File: config.mk
export PLATFORM = sky130hd
export DESIGN_NAME = stop_mode_ctrl
export DESIGN_NICKNAME = d
export VERILOG_FILES = /design/src/rtl/stop_ctl_pkg.sv /design/src/rtl/stop_level_select.sv /design/src/rtl/stop_wake_detect.sv /design/src/rtl/stop_dom_decode.sv /design/src/rtl/stop_mode_ctrl.sv
export SDC_FILE = /design/constraint.sdc
export NUM_CORES = 1
export LEC_CHECK = 0
export ABC_CLOCK_PERIOD_IN_PS = 2900
export BUFFER_PORTS_ARGS = -buffer_cell sky130_fd_sc_hd__clkbuf_2
export CAP_MARGIN = 15
export CORE_MARGIN = 8
export CORE_UTILIZATION = 45
export DETAILED_ROUTE_END_ITERATION = 6
export PLACE_DENSITY = 0.9
export SLEW_MARGIN = 30
export SYNTH_ARGS = -nofsm -noshare
export SYNTH_HDL_FRONTEND = slang
export SYNTH_SLANG_ARGS = --single-unit
File: constraint.sdc
create_clock -name clk -period 2.9 [get_ports clk]
set_input_delay 0.725 -clock clk [delete_from_list [all_inputs] [get_ports clk]]
set_output_delay 0.725 -clock clk [all_outputs]
set_load 0.02 [all_outputs]
File: src/rtl/stop_ctl_pkg.sv
package stop_ctl_pkg;

    localparam int CAUSE_W = 3;
    localparam int DOM_W   = 2;

    typedef enum logic [2:0] {
        ST_RUN   = 3'd0,
        ST_STOP1 = 3'd1,
        ST_STOP2 = 3'd2,
        ST_STOP3 = 3'd3,
        ST_WAKE  = 3'd4
    } pm_state_e;

    typedef enum logic [DOM_W-1:0] {
        DOM_ON   = 2'd0,
        DOM_STBY = 2'd1,
        DOM_OFF  = 2'd2
    } dom_e;

    localparam logic [CAUSE_W-1:0] CAUSE_NONE  = 3'd0;
    localparam logic [CAUSE_W-1:0] CAUSE_POR   = 3'd1;
    localparam logic [CAUSE_W-1:0] CAUSE_IRQ   = 3'd2;
    localparam logic [CAUSE_W-1:0] CAUSE_PIN   = 3'd3;
    localparam logic [CAUSE_W-1:0] CAUSE_TIMER = 3'd4;
    localparam logic [CAUSE_W-1:0] CAUSE_ILL   = 3'd5;

    typedef struct packed {
        logic clk_en;
        dom_e logic_dom;
        dom_e ram_dom;
        logic reg_stby;
        dom_e conv_dom;
        logic pad_hold;
        logic pad_reset;
        logic osc_en;
        logic lv_flag;
    } dom_ctl_t;

    typedef struct packed {
        pm_state_e            state;
        logic                 pend;
        logic                 ill_pulse;
        logic                 por_pulse;
        logic [CAUSE_W-1:0]   cause;
    } ctl_regs_t;

endpackage

File: src/rtl/stop_level_select.sv
module stop_level_select
    import stop_ctl_pkg::*;
(
    input  logic       stop_en_i,
    input  logic [1:0] sel_i,
    input  logic       lvd_en_i,
    input  logic       lvd_stop_en_i,
    output logic       illegal_o,
    output pm_state_e  target_o
);
    logic lvd_active;
    pm_state_e picked;

    assign lvd_active = lvd_en_i && lvd_stop_en_i;
    assign illegal_o  = !stop_en_i;

    always_comb begin
        if (sel_i[1] && sel_i[0]) begin
            picked = ST_STOP1;
        end else if (sel_i[1]) begin
            picked = ST_STOP2;
        end else begin
            picked = ST_STOP3;
        end
        // deep levels need the detector idle in stop
        if (lvd_active && (picked != ST_STOP3)) begin
            target_o = ST_STOP3;
        end else begin
            target_o = picked;
        end
    end
endmodule

File: src/rtl/stop_wake_detect.sv
module stop_wake_detect
    import stop_ctl_pkg::*;
(
    input  pm_state_e           state_i,
    input  logic                pend_i,
    input  logic                reset_pin_n_i,
    input  logic                irq_pin_i,
    input  logic                irq_pol_i,
    input  logic                irq_en_i,
    input  logic                rtw_tick_i,
    input  logic                rtw_cfg_i,
    input  logic                supply_ok_i,
    output logic                wake_o,
    output logic                pend_o,
    output logic [CAUSE_W-1:0]  cause_o
);
    logic deep_hit;
    logic pin_hit;
    logic irq_hit;
    logic tmr_hit;

    assign deep_hit = pend_i || !reset_pin_n_i || !irq_pin_i;
    assign pin_hit  = !reset_pin_n_i;
    assign irq_hit  = irq_en_i && (irq_pin_i == irq_pol_i);
    assign tmr_hit  = rtw_cfg_i && rtw_tick_i;

    always_comb begin
        wake_o  = 1'b0;
        pend_o  = 1'b0;
        cause_o = CAUSE_NONE;
        case (state_i)
            ST_STOP1: begin
                wake_o  = deep_hit && supply_ok_i;
                pend_o  = deep_hit && !supply_ok_i;
                cause_o = CAUSE_POR;
            end
            ST_STOP2, ST_STOP3: begin
                wake_o = pin_hit || irq_hit || tmr_hit;
                if (pin_hit) begin
                    cause_o = CAUSE_PIN;
                end else if (irq_hit) begin
                    cause_o = CAUSE_IRQ;
                end else begin
                    cause_o = CAUSE_TIMER;
                end
            end
            default: begin
                wake_o = 1'b0;
            end
        endcase
    end
endmodule

File: src/rtl/stop_dom_decode.sv
module stop_dom_decode
    import stop_ctl_pkg::*;
(
    input  pm_state_e state_i,
    input  logic      osc_keep_i,
    input  logic      rtw_cfg_i,
    output dom_ctl_t  ctl_o,
    output logic      rtw_en_o
);
    always_comb begin
        ctl_o.clk_en    = 1'b1;
        ctl_o.logic_dom = DOM_ON;
        ctl_o.ram_dom   = DOM_ON;
        ctl_o.reg_stby  = 1'b0;
        ctl_o.conv_dom  = DOM_ON;
        ctl_o.pad_hold  = 1'b0;
        ctl_o.pad_reset = 1'b0;
        ctl_o.osc_en    = 1'b1;
        ctl_o.lv_flag   = 1'b0;
        rtw_en_o        = 1'b0;
        case (state_i)
            ST_STOP1: begin
                ctl_o.clk_en    = 1'b0;
                ctl_o.logic_dom = DOM_OFF;
                ctl_o.ram_dom   = DOM_OFF;
                ctl_o.reg_stby  = 1'b1;
                ctl_o.conv_dom  = DOM_STBY;
                ctl_o.pad_reset = 1'b1;
                ctl_o.osc_en    = 1'b0;
                ctl_o.lv_flag   = 1'b1;
                rtw_en_o        = rtw_cfg_i;
            end
            ST_STOP2: begin
                ctl_o.clk_en    = 1'b0;
                ctl_o.logic_dom = DOM_OFF;
                ctl_o.ram_dom   = DOM_STBY;
                ctl_o.reg_stby  = 1'b1;
                ctl_o.conv_dom  = DOM_OFF;
                ctl_o.pad_hold  = 1'b1;
                ctl_o.osc_en    = 1'b0;
                rtw_en_o        = rtw_cfg_i;
            end
            ST_STOP3: begin
                ctl_o.clk_en    = 1'b0;
                ctl_o.logic_dom = DOM_STBY;
                ctl_o.ram_dom   = DOM_STBY;
                ctl_o.reg_stby  = 1'b1;
                ctl_o.conv_dom  = DOM_OFF;
                ctl_o.pad_hold  = 1'b1;
                ctl_o.osc_en    = osc_keep_i;
                rtw_en_o        = rtw_cfg_i;
            end
            ST_WAKE: begin
                // power back, pads released, clocks one cycle later
                ctl_o.clk_en    = 1'b0;
            end
            default: begin
                ctl_o.clk_en    = 1'b1;
            end
        endcase
    end
endmodule

File: src/rtl/stop_mode_ctrl.sv
module stop_mode_ctrl
    import stop_ctl_pkg::*;
(
    input  logic               clk,
    input  logic               rst_n,
    input  logic               stop_req,
    input  logic               stop_en,
    input  logic [1:0]         lvl_sel,
    input  logic               lvd_en,
    input  logic               lvd_stop_en,
    input  logic               rtw_cfg,
    input  logic               osc_keep,
    input  logic               irq_en,
    input  logic               irq_pol,
    input  logic               irq_pin,
    input  logic               reset_pin_n,
    input  logic               rtw_tick,
    input  logic               supply_ok,
    output logic               clk_en,
    output logic [DOM_W-1:0]   logic_dom,
    output logic [DOM_W-1:0]   ram_dom,
    output logic               reg_stby,
    output logic [DOM_W-1:0]   conv_dom,
    output logic               pad_hold,
    output logic               pad_reset,
    output logic               rtw_en,
    output logic               osc_en,
    output logic               lv_flag,
    output logic               ill_rst,
    output logic               por_rst,
    output logic [CAUSE_W-1:0] wake_cause
);
    ctl_regs_t r_d, r_q;

    logic               illegal;
    pm_state_e          target;
    logic               wake;
    logic               pend_nx;
    logic [CAUSE_W-1:0] wcause;
    dom_ctl_t           ctl;

    stop_level_select u_sel (
        .stop_en_i     (stop_en),
        .sel_i         (lvl_sel),
        .lvd_en_i      (lvd_en),
        .lvd_stop_en_i (lvd_stop_en),
        .illegal_o     (illegal),
        .target_o      (target)
    );

    stop_wake_detect u_wake (
        .state_i       (r_q.state),
        .pend_i        (r_q.pend),
        .reset_pin_n_i (reset_pin_n),
        .irq_pin_i     (irq_pin),
        .irq_pol_i     (irq_pol),
        .irq_en_i      (irq_en),
        .rtw_tick_i    (rtw_tick),
        .rtw_cfg_i     (rtw_cfg),
        .supply_ok_i   (supply_ok),
        .wake_o        (wake),
        .pend_o        (pend_nx),
        .cause_o       (wcause)
    );

    stop_dom_decode u_dom (
        .state_i    (r_q.state),
        .osc_keep_i (osc_keep),
        .rtw_cfg_i  (rtw_cfg),
        .ctl_o      (ctl),
        .rtw_en_o   (rtw_en)
    );

    always_comb begin
        r_d           = r_q;
        r_d.ill_pulse = 1'b0;
        r_d.por_pulse = 1'b0;
        case (r_q.state)
            ST_RUN: begin
                if (stop_req) begin
                    if (illegal) begin
                        r_d.ill_pulse = 1'b1;
                        r_d.cause     = CAUSE_ILL;
                    end else begin
                        r_d.state = target;
                        r_d.pend  = 1'b0;
                    end
                end
            end
            ST_STOP1: begin
                r_d.pend = pend_nx;
                if (wake) begin
                    r_d.state     = ST_WAKE;
                    r_d.por_pulse = 1'b1;
                    r_d.cause     = wcause;
                end
            end
            ST_STOP2, ST_STOP3: begin
                if (wake) begin
                    r_d.state = ST_WAKE;
                    r_d.cause = wcause;
                end
            end
            ST_WAKE: begin
                r_d.state = ST_RUN;
                r_d.pend  = 1'b0;
            end
            default: begin
                r_d.state = ST_RUN;
            end
        endcase
    end

    always_ff @(posedge clk or negedge rst_n) begin
        if (!rst_n) begin
            r_q <= '{state: ST_RUN, pend: 1'b0, ill_pulse: 1'b0,
                     por_pulse: 1'b0, cause: CAUSE_NONE};
        end else begin
            r_q <= r_d;
        end
    end

    assign clk_en     = ctl.clk_en;
    assign logic_dom  = ctl.logic_dom;
    assign ram_dom    = ctl.ram_dom;
    assign reg_stby   = ctl.reg_stby;
    assign conv_dom   = ctl.conv_dom;
    assign pad_hold   = ctl.pad_hold;
    assign pad_reset  = ctl.pad_reset;
    assign osc_en     = ctl.osc_en;
    assign lv_flag    = ctl.lv_flag;
    assign ill_rst    = r_q.ill_pulse;
    assign por_rst    = r_q.por_pulse;
    assign wake_cause = r_q.cause;
endmodule

# After elaboration in Yosys (flattened, before gate mapping)
# Index checks and enable logic that the tools add are counted.
classes:
  n_eq_ne: 12
  n_mux: 26
  reduce_logical: 24
ops:
  columns: ["op", "count"]
  rows:
  - ["$mux W3", 9]
  - ["$pmux W7 S3", 1]
  - ["$pmux W3 S3", 1]
  - ["$mux W1", 8]
  - ["$mux W4", 2]
  - ["$ne A2 B2 Y1 const B", 4]
  - ["$logic_and A1 B1 Y1", 7]
  - ["$eq A3 B2 Y1 const B", 2]
  - ["$pmux W3 S2", 1]
  - ["$reduce_and A3 Y1", 2]
  - ["$reduce_bool A3 Y1", 2]
  - ["$mux W5", 1]
  - ["$reduce_and A5 Y1", 1]
  - ["$logic_or A1 B1 Y1", 4]
  - ["$ne A2 B1 Y1 const B", 2]
  - ["$pmux W1 S2", 2]
  - ["$reduce_or A2 Y1", 2]
  - ["$reduce_or A4 Y1", 1]
  - ["$eq A3 B1 Y1 const B", 1]
  - ["$eq A3 B3 Y1 const B", 1]
  - ["$logic_not A1 Y1", 3]
  - ["$logic_not A3 Y1", 1]
  - ["$ne A3 B2 Y1 const B", 1]
  - ["$pmux W1 S3", 1]
  - ["other kinds (2)", 2]
word_totals:
  in_bits: 16
  elab_cells: 67
  output_inout_bits: 18
  ff_bits: 9

# Logic depth before layout (Yosys ltp)
logic_depth:
  depth_word: 8
  depth_mapped: 5
  ltp_nobuf: 4

# Modules after synthesis
# Synthesis repeated with hierarchy kept, for this count alone.
hier_totals:
  hier_cells: 77
  hier_area_um2: 660.6
by_module_without_submodules:
  columns: ["module", "n_inst", "cells_per_inst", "area_each_um2", "seq_area_each_um2"]
  rows:
  - ["stop_mode_ctrl", 1, 39, 425.4, 225.2]
  - ["stop_dom_decode", 1, 17, 112.6, 0.0]
  - ["stop_wake_detect", 1, 15, 91.3, 0.0]
  - ["stop_level_select", 1, 6, 31.3, 0.0]

# Worst setup path before layout
# No wires, ideal clock.
synth_timing:
  path_type: "reg2out"
  from: "register r_q[8] in the netlist's numbering"
  to: "output ram_dom[1]"
  path_slack_ns: 0.739
  path_buffers: 2
  arrival_time_ns: 1.436
  stages_incl_launch_ff: 4
  required_time_ns: 2.175
  cell_sequence: "dfrtp_1 buf_4 nor3b_1 buf_4"
synth_via:
  elab_chain_cells: 2
  word_cells_on_any_way: 4
  cone_classes: "3 x eq/ne; 1 x mux"
synth_lines:
  columns: ["item", "line_no", "source"]
  rows:
  - ["start: declaration", "stop_mode_ctrl.sv:33", "ctl_regs_t r_d, r_q;"]
  - ["start signal: assignment", "stop_mode_ctrl.sv:116", "r_q <= '{state: ST_RUN, pend: 1'b0, ill_pulse: 1'b0,"]
  - ["start signal: assignment", "stop_mode_ctrl.sv:119", "r_q <= r_d;"]
  - ["$eq A3 B2 Y1 or $eq A3 B1 Y1 (tied branches)", "stop_dom_decode.sv:21", "case (state_i)"]
  - ["$pmux W7 S3 *", "stop_dom_decode.sv:21", null]
  - ["end: declaration", "stop_mode_ctrl.sv:21", "output logic [DOM_W-1:0] ram_dom,"]
# Mark *: on every way between the ends. The rest lies on a longest branch, timed or not.

# Final worst setup path
layout_timing:
  from: "register r_q[8] in the netlist's numbering"
  to: "output osc_en"
layout_via:
  elab_chain_cells: 3
  word_cells_on_any_way: 5
  cone_classes: "3 x eq/ne; 1 x mux; 1 x reduce/logical"
layout_lines:
  columns: ["item", "line_no", "source"]
  rows:
  - ["$eq A3 B1 Y1 or $eq A3 B2 Y1 (tied branches)", "stop_dom_decode.sv:21", null]
  - ["$reduce_or A2 Y1 (no source line)", null, null]
  - ["$pmux W1 S2 *", "stop_dom_decode.sv:21", null]
  - ["end: declaration", "stop_mode_ctrl.sv:27", "output logic osc_en,"]
# Marked as above.

==> impl_metrics.ini <==
[clock_network]
clk_pin_slew_worst_paths_ps = 60
clockRootBuffer = clkbuf_4
cts_tree = yes
h-tree-depth = 1
cts_resized = 0
hold_buffers = 0
post_cts_buffers = 0
clock_latency_ps = 270
max-clock-path-buffers = 2
cts_buffers = 3
clkSinkCount = 9

[finish]
area_delta_synth_final_pct = 22.0
seq_area_um2 = 225
stdcell_count = 103
diodes = 0
layout-drive-gt1-share_pct = 48.9
fillers = 111
multi_input_area_um2 = 307
fin_nets = 105

[die]
coreArea_um2 = 1280
dieArea_um2 = 2800
ios = 34
die_w_um = 53.0
start_util_pct = 47.8
dieHeight_um = 53.0
rows = 13

[timing]
final.min_clock_period_ps = 2320
fin_ws_ps = 577
grt_setup_unrepaired = no
finalCritPeriodShare_pct = 80.1
fin_skew_ps = 0.820
setup_viol = 0
tns_ps = 0
slew_headroom_pct = 66.4
worstMarginPinSlew_ps = 505
final_max_slew_viol_count = 0
hold_viol_final = 0
fmaxAchievable_mhz = 431

[status]
status = finished, final reports clean

[worst_setup_path]
critPathCaptureType = output port
critical_path.cell_chain = nor2b_4, and2_1, nand2_1, nand2_1, clkbuf_2
path_buf_inv = 1
cp.required_ps = 2170
path_delay_family = simple AND/OR/NAND/NOR gates
worstPathArrival_ps = 1600
path_common_cell = nand2_1
worstSetupPathType = reg -> out
worst_path_largest_cell_delay_ps = 560
cp_slowest_cell = dfrtp_1
critPathLaunchType = flip-flop
worst-path-max-fanout = 13

[power]
p_switching_mw = 0.464
leakagePower_nw = 0.400
clock_power_share_pct = 11.0
p_seq_share_pct = 26.7
swShare_pct = 50.3
comb_power_share_pct = 62.3
irDropWorstVdd_mv = 0.509
internal-power_mw = 0.459
power.density_nw_per_um2 = 1230
finalPower_mw = 0.924

[global_route]
overflow = 0
grt_pass1_vias = 592
grt_antenna_before_repair = 0
grt.total_usage_pct = 13.0
grt_first_pass_wirelength_um = 2660
grt_max_degree = 14

[logic_synthesis]
synthMuxAreaShare_pct = 3.67
syn_area_per_cell_um2 = 10.2
synthXorXnorAreaFrac_pct = 4.28
synth_top_family_by_area = simple AND/OR/NAND/NOR gates
yosysWarnings = 0
synth_top_area_share_pct = 36.7
ys_ff_latch = 9
synth_area_um2 = 614
synthAdderAreaFrac_pct = 0
syn-num-nets = 76
synth.distinct_cells = 28
synth_compound_area_share_pct = 16.5
ys_seq_area_share_pct = 36.7
yosysTopAreaCell = dfrtp_1
synthCells = 60
yosys.area_share.simple_pct = 25.5
synth_area_leaders = dfrtp_1, buf_4, a2111oi_4, buf_6, mux2_2

[worst_hold_path]
holdCritPathClass = in -> async

[detailed_routing]
wl_um = 1650
vias_per_cell = 5.41
routed-via-count = 557
first_pass_iters = 4
wl_per_cell_um = 16.0
drc = 0
drtIter0Drc = 18
final_antenna_net_count = 0

[placement]
io_buffers = 33
gp_congestion = 0.789
hpwl_um = 1350
placed_cells = 99
dp_slack_ps = 760

[job]
maxCapViolations = 0
## power groups by stage
stage	clock, mW	combinational, mW	sequential [mW]
floorplan	0	0.525	0.205
global placement	0	0.568	0.242
detailed placement	0	0.584	0.247
CTS	0.104	0.584	0.245
global route	0.110	0.624	0.254
finish	0.102	0.575	0.246
## registers in the layout (all words and copies together) (netlist names)
signal / cells
r_q: 4
ill_rst: 1
por_rst: 1
wake_cause: 3
## through the flow
stage	hold slack (ps)	instance area, µm²	utilization, %
after global routing	306	749	58.3
after CTS	297	749	58.3
after floorplan	429	614	-
after global placement	481	723	56.3
final	301	749	58.3
after detailed placement	472	723	56.3
## path summary, 6_finish.rpt
check	start	endpoint	slack [ps]	cells past startpoint
setup / recovery	r_q[8]	osc_en	580	5
hold / removal	rst_n	r_q[8]	300	1
setup reg to reg	r_q[8]	wake_cause[2]	920	4
hold reg to reg	wake_cause[1]	wake_cause[1]	480	1
max in group asynchronous	rst_n	r_q[7]	2410	1
min in group clk	wake_cause[1]	wake_cause[1]	480	1
## layer usage
metal  GRT usage [%]  vias to the layer above  share of wire [%]
li1                -                      258                  -
met1            12.3                      259                 34
met2            22.1                       36                 52
met3            5.04                        4                 12
met4            9.91                        0                2.2
met5               0                        -                  0
## cells by family (layout without fill, tap and decap cells)
family                    Yosys count  count (layout)
xor gates and xnor gates            3               3
muxes                               2               2
buffers and inverters              11              39
and+or+nand+nor                    25              25
DFF                                 9               9
AOI/OAI and AO/OA                  10              10
## final cells by class
class,instances,area share (%)
multi-input combinational,40,40.9
sequential,9,30.1
timing repair buffer,33,22.0
clock buffer,4,3.51
tap,15,2.50
inverter,2,1.00
## Yosys cell counts, drive strengths merged
| master | number |
|---|---|
| nand2 | 6 |
| mux2 | 2 |
| o22ai | 1 |
| nor3b | 3 |
| nor4b | 1 |
| o32ai | 1 |
| nor2 | 5 |
| nor2b | 2 |
| a2111oi | 1 |
| a21o | 2 |
| and2b | 1 |
| and3 | 2 |
| dfrtp | 9 |
| or4 | 1 |
| o21ai | 2 |
| nand3b | 1 |
| xor2 | 1 |
| xnor2 | 2 |
| a31o | 1 |
| and2 | 3 |
| a211o | 1 |
| buf | 9 |
| a211oi | 1 |
| inv | 2 |
## cell usage in the layout (no fill, tap or decap), types with 2 or more instances in the layout
master	count
a21o_1	2
mux2_2	2
clkbuf_2	33
inv_1	2
and2_1	3
nor3b_1	2
clkbuf_4	3
nor2_1	5
xnor2_1	2
dfrtp_1	9
nand2_1	6
o21ai_0	2
## worst reg2reg max path, stage by stage (launching register included)
cell       delay [ps]
dfrtp_1           660
nor2b_4           140
a31o_4            280
a2111oi_4         400
mux2_2            380
Note: power is estimated with default switching activity, not from simulation.
